## src/rtl/memxfer.sv

```systemverilog
module memxfer #(
  parameter int DW = 8,
  parameter int AW = 4
) (
  input  logic          clk,
  input  logic          rst_n,
  input  logic          cmd_valid,
  input  logic [1:0]    cmd_op,
  input  logic [1:0]    idx_a,
  input  logic [1:0]    idx_d,
  input  logic [DW-1:0] load_val,
  output logic          busy,
  output logic          err,
  output logic [AW-1:0] mem_addr,
  output logic [DW-1:0] areg_pc,
  output logic [DW-1:0] areg_mar,
  output logic [DW-1:0] areg_io,
  output logic [DW-1:0] dreg_ir,
  output logic [DW-1:0] dreg_dr,
  output logic [DW-1:0] dreg_buf
);
  localparam int DEPTH = 1 << AW;
  localparam logic [1:0] OP_RD = 2'd0;
  localparam logic [1:0] OP_WR = 2'd1;
  localparam logic [1:0] OP_LA = 2'd2;
  localparam logic [1:0] OP_LD = 2'd3;

  logic [DW-1:0] mem [DEPTH];
  logic [DW-1:0] rd_q;
  logic [1:0]    pend_j;
  logic          busy_q, err_q;
  logic [DW-1:0] a_sel, d_sel;
  logic          bad;

  always_comb begin
    case (idx_a)
      2'd0:    a_sel = areg_pc;
      2'd1:    a_sel = areg_mar;
      2'd2:    a_sel = areg_io;
      default: a_sel = '0;
    endcase
    case (idx_d)
      2'd0:    d_sel = dreg_ir;
      2'd1:    d_sel = dreg_dr;
      2'd2:    d_sel = dreg_buf;
      default: d_sel = '0;
    endcase
  end

  wire a_bad = (idx_a == 2'd3);
  wire d_bad = (idx_d == 2'd3);

  always_comb begin
    case (cmd_op)
      OP_LA:   bad = a_bad;
      OP_LD:   bad = d_bad;
      default: bad = a_bad | d_bad;
    endcase
  end

  wire acc   = cmd_valid & ~busy_q;
  wire go    = acc & ~bad;
  wire go_rd = go & (cmd_op == OP_RD);
  wire go_wr = go & (cmd_op == OP_WR);
  wire go_la = go & (cmd_op == OP_LA);
  wire go_ld = go & (cmd_op == OP_LD);

  assign mem_addr = a_sel[AW-1:0];
  assign busy     = busy_q;
  assign err      = err_q;

  always_ff @(posedge clk) begin
    if (go_wr) mem[mem_addr] <= d_sel;
    if (go_rd) rd_q <= mem[mem_addr];
  end

  always_ff @(posedge clk or negedge rst_n) begin
    if (!rst_n) begin
      busy_q   <= 1'b0;
      err_q    <= 1'b0;
      pend_j   <= 2'd0;
      areg_pc  <= '0;
      areg_mar <= '0;
      areg_io  <= '0;
      dreg_ir  <= '0;
      dreg_dr  <= '0;
      dreg_buf <= '0;
    end else begin
      busy_q <= go_rd;
      err_q  <= acc & bad;
      if (go_rd) pend_j <= idx_d;
      if (go_la) begin
        case (idx_a)
          2'd0:    areg_pc  <= load_val;
          2'd1:    areg_mar <= load_val;
          2'd2:    areg_io  <= load_val;
          default: ;
        endcase
      end
      if (go_ld) begin
        case (idx_d)
          2'd0:    dreg_ir  <= load_val;
          2'd1:    dreg_dr  <= load_val;
          2'd2:    dreg_buf <= load_val;
          default: ;
        endcase
      end
      if (busy_q) begin
        case (pend_j)
          2'd0:    dreg_ir  <= rd_q;
          2'd1:    dreg_dr  <= rd_q;
          2'd2:    dreg_buf <= rd_q;
          default: ;
        endcase
      end
    end
  end
endmodule


```

## config.mk

```make
export PLATFORM = sky130hd
export DESIGN_NAME = memxfer
export DESIGN_NICKNAME = d
export VERILOG_FILES = /design/src/rtl/memxfer.sv
export SDC_FILE = /design/constraint.sdc
export NUM_CORES = 1
export LEC_CHECK = 0
export BUFFER_PORTS_ARGS = -buffer_cell sky130_fd_sc_hd__buf_4
export CORE_MARGIN = 3
export CORE_UTILIZATION = 30
export CTS_BUF_LIST = sky130_fd_sc_hd__clkbuf_8 sky130_fd_sc_hd__clkbuf_16
export CTS_CLUSTER_SIZE = 40
export DETAILED_ROUTE_END_ITERATION = 8
export GPL_TIMING_DRIVEN = 0
export MAX_ROUTING_LAYER = met4
export SETUP_SLACK_MARGIN = 0.02
export SLEW_MARGIN = 5
export SYNTH_ARGS = -nofsm -noshare
export SYNTH_HDL_FRONTEND = slang
export SYNTH_SLANG_ARGS = --single-unit
```

## constraint.sdc

```tcl
create_clock -name clk -period 2 [get_ports clk]
set_input_delay 0.2 -clock clk [delete_from_list [all_inputs] [get_ports clk]]
set_output_delay 0.2 -clock clk [all_outputs]
set_load 0.03 [all_outputs]
```

After elaboration in Yosys (flattened, before gate mapping)
Memory sizes are Yosys's and may differ from the RTL's. A register that Yosys moved wholly into a read port is not among the register bits.
Cells that the tools add are included.
W data, S select, Z words.
{"block": "classes", "n_bitwise": 10, "n_reduce_logical": 7, "muxes": 17, "eq_ne": 11}
{"op": "$mux W8", "count": 12}
{"op": "$pmux W8 S3", "count": 1}
{"op": "$eq A2 B2 Y1 const B", "count": 7}
{"op": "$pmux W4 S3", "count": 1}
{"op": "$eq A2 B1 Y1 const B", "count": 4}
{"op": "$logic_not A2 Y1", "count": 4}
{"op": "$and A1 B1 Y1", "count": 7}
{"op": "$reduce_and A2 Y1", "count": 3}
{"op": "$mux W1", "count": 2}
{"op": "$not A1 Y1", "count": 2}
{"op": "$pmux W1 S2", "count": 1}
{"op": "$or A1 B1 Y1", "count": 1}
{"block": "word_totals", "memories": 1, "elab_cells": 55, "input_bits": 17, "ram_bits": 128, "reg_bits": 52, "output_inout_bits": 54}
{"memory": "mem", "depth": 16, "word_bits": 8, "read_ports": 1, "rd_ports_with_merged_regs": 1, "wr": 1, "line": "28", "source": "logic [DW-1:0] mem [DEPTH];"}

Logic depth before layout (Yosys ltp)
{"block": "depth", "word_depth": 9, "depth_mapped": 9, "depth_no_buf": 6}

Worst setup path before layout
Ideal clock, no wire load.
{"block": "synth_path", "kind": "flip-flop to flip-flop", "startpoint": "register areg_io[0]", "endpoint": "memory mem[4][0] (enable)", "required_ns": 1.630, "synth_period_minus_slack_ns": 2.324, "t_arrival_ns": 1.954, "slack_ns": -0.324, "stages_incl_launch_ff": 8, "n_path_buf": 1, "setup_time_ns": 0.370, "path_cell_list": "dfrtp_1 > mux2i_1 > a2bb2oi_4 > inv_2 > buf_2 > nor2_1 > nand2_1 > nor2_1"}
{"block": "synth_via", "elab_chain_cells": 1}
{"element": "from (decl)", "line": "17", "source": "output logic [DW-1:0] areg_io,"}
{"element": "from (signal assigned)", "line": "96", "source": "2'd2: areg_io <= load_val;"}
{"element": "$pmux W4 S3", "line": "36", "source": "case (idx_a)"}
{"element": "named net mem_addr[0]", "line": "14", "source": "output logic [AW-1:0] mem_addr,"}
{"element": "to (decl)", "line": "28"}
The timed path passes the listed nets, and every way through them passes these cells.

Worst setup path in the final report
{"block": "layout_path", "startpoint": "register areg_io[3]", "endpoint": "register rd_q[4], read port of mem (data pin)"}
{"block": "layout_via", "elab_chain_cells": 1}
{"element": "$pmux W4 S3", "line": "36"}
{"element": "to (decl)", "line": "29", "source": "logic [DW-1:0] rd_q;"}
Every way passes these cells.
A chain may end at the register's enable or synchronous reset.

==> reports/qor.yml <==
violations: "setup timing"
wire_per_inst_um: 21.1
die_area_sq_mm: 0.0314
cts-htree-levels: 4
netlist-cell-type-count: 47
rsz0062_at_grt: "yes"
synthTopCellsByArea: "edfxtp_1 (47%), dfrtp_1 (15%), o211ai_1 (6.1%), mux2i_1 (4.1%), mux2_2 (3.7%)"
cts-root-buf: "clkbuf_16"
grt.overflow.total: 0
final_area_sq_mm: 0.0113
clkLatencyLatePin_ns: 0.44
yosysSeqAreaShare: 0.613
crit_required_ns: 2.18
critical_path.cell_chain: "mux2i_2 -> a2bb2oi_4 -> buf_4 -> o2111ai_1 -> o2bb2ai_1 -> nor4_4"
area_delta_synth_final_pct: 29.3
path_class: "register to register"
cts_buffers: 17
synth-async-reset-ratio: 0.277
post_route_cells_drive_above_1_share: 0.381
wirelength_um: 24900
ys_warn_count: 0
start_kind: "register"
skew_ns: 0.0173
cap_violations: 0
timing.final.crit_share: 1.05
core-area_sq_mm: 0.0283
num_antenna_cells: 0
syn_inst: 667
via_per_inst: 5.26
setup_viol: 8
clkTransAtPathRegs_ns: 0.08
powerDensity_mw_per_mm2: 1120
gp_congestion: 0.893
ys_ff_latch: 188
numPortBuffers: 69
drv_slew: 0
ant_nets: 0
drtPass1Iterations: 7
synth_top_area_share: 0.465
yosysMostFrequentCell: "edfxtp_1"
cp_slowest_stage_delay_ns: 0.41
grt_util_all_layers: 0.164
fp.dieH_um: 177
drtIter0Drc: 548
dp_hpwl_um: 17200
worst_slack_ns: -0.0937
drc: 0
period_needed_ns: 2.09
worstMarginPinSlew_ns: 0.876
finalNetCount: 805
slew_headroom: 0.416
initial_core_util: 0.310
num_io_pins: 71
num_vias: 6203
grt_pass1_wl_um: 37800
cts_buffer_depth: 2
synth_fp_nets: 684
yosys.area.top_type: "edfxtp_1"
status: "finished with violations"
synth-edff-count: 136
ir_drop_v: 0.000548
die_w_um: 177
power.leakage_nw: 4.04
synth_area_sq_mm: 0.00878
ys.flop_type: "edfxtp_1"
hold_path_class: "input port to register"
grt_max_degree: 53
max_freq_ghz: 0.478
grt_pass1_vias: 6053
end_kind: "register"
avgSynthCellArea_sq_um: 13.2
placed_cell_area_sq_mm: 0.0100
path_buf_inv: 1
worst-path-max-fanout: 10
power_mw: 12.8
antenna_found_initial: 0
hold_violations: 0
crit_path_top_delay_cell: "dfrtp_1"
cp.arrival_ns: 2.27
crit_family: "compound AO/OA/AOI/OAI gates"
cts.sinks: 188
rows: 61
cts_tree: "yes"
synth_common_cells: "edfxtp_1 (136), o211ai_1 (71), dfrtp_1 (52)"
==> timing repair <==
item                                    in CTS  in global routing
hold endpoints to repair                    52                  0
pin swaps                                   26                 17
endpoints found under the setup margin     158                172
hold buffers                                 1                  0
resized for setup                           92                 23
buffers inserted                            22                  5
cloned                                       0                  2
==> state kept, by name (all words and copies together), names as in the netlist <==
signal and cells:
mem 128, areg_io 8, areg_mar 8, areg_pc 8, dreg_buf 8, dreg_dr 8, dreg_ir 8, rd_q 8
pend_j 2, busy 1, err 1
==> power breakdown <==
group          switching [mW]  internal (mW)  leakage [nW]  total (mW)
sequential              0.359           4.78          1.84        5.14
combinational            2.66           1.72          1.92        4.38
clock                    1.59           1.64         0.281        3.23
total                    4.61           8.14          4.04        12.8
==> final timing paths <==
check / startpoint / endpoint / slack (ns) / cells after the start
setup / recovery: areg_io[3] / rd_q[4] / -0.09 / 6
hold / removal: load_val[6] / areg_io[6] / 0.02 / 2
setup reg to reg: areg_io[3] / rd_q[4] / -0.09 / 6
hold reg to reg: areg_io[4] / areg_io[4] / 0.49 / 1
max in group asynchronous: rst_n / areg_pc[1] / 1.19 / 2
min in group asynchronous: rst_n / areg_io[4] / 0.33 / 2
==> layout make-up <==
cell class / count / area (sq um)
Sequential cell: 188 / 5390
Clock buffer: 17 / 425
Clock inverter: 15 / 125
Multi-Input combinational cell: 383 / 3490
Timing Repair Buffer: 105 / 890
Buffer: 47 / 373
Inverter: 46 / 185
Tap cell: 378 / 473
Fill cell: 2611 / 17000
==> cell usage in the layout (no fill, tap or decap), drive strengths merged <==
cell         synthesis  layout
a22oi                1       1
nand2               36      36
or4                  1       1
nand3b              11      11
mux2i               36      36
edfxtp             136     136
mux2                42      42
o211ai              72      72
dfrtp               52      52
nand2b              10      10
nor4                10      10
dlygate4sd3          0       1
clkbuf              24      39
nor2b                4       4
nor2                35      35
a21oi               48      48
clkinv               0       3
buf                 26     129
inv                 46      58
nand4b               8       8
nor3b                2       2
o221a                8       8
a211oi               8       8
o21ai               16      16
or3b                 1       1
o32ai                8       8
nor3                 1       1
nand3                2       2
o2bb2ai              8       8
nor4b                1       1
and2b                1       1
a2bb2oi              3       3
o21a                 1       1
o2111ai              9       9
==> per-layer routing <==
layer | GRT usage | vias to the layer above | routed length, um
li1 | - | 2790 | -
met1 | 0.222 | 3158 | 11200
met2 | 0.259 | 222 | 11900
met3 | 0.0268 | 33 | 1330
met4 | 0.0416 | 0 | 490
met5 | - | - | 0
==> cell families after synthesis <==
logic type | count (synthesis) | synth area share
DFF | 188 | 0.613
muxes | 78 | 0.0954
and+or+nand+nor | 123 | 0.0848
buffers and inverters | 96 | 0.0499
AOI/OAI and AO/OA | 182 | 0.157
==> metrics by stage <==
step	TNS, ns	cells	hold slack, ns	util	setup WS, ns
5_1_grt	-1.70	1179	0.0236	0.401	-0.152
3_5_place_dp	-68.79	1120	0.280	0.355	-0.540
6_report	-0.412	1179	0.0219	0.401	-0.0937
3_3_place_gp	-258.91	1114	0.285	0.351	-1.93
2_1_floorplan	-0.217	667	-0.0956	-	-0.0236
4_1_cts	-0.424	1172	0.00839	0.396	-0.113
==> worst reg2reg max path, cell delays in order, from the launching register on <==
cell and delay [ns]:
dfrtp_1 0.41, mux2i_2 0.24, a2bb2oi_4 0.30, buf_4 0.23, o2111ai_1 0.20, o2bb2ai_1 0.35
nor4_4 0.11
(Power assumes the default switching activity.)
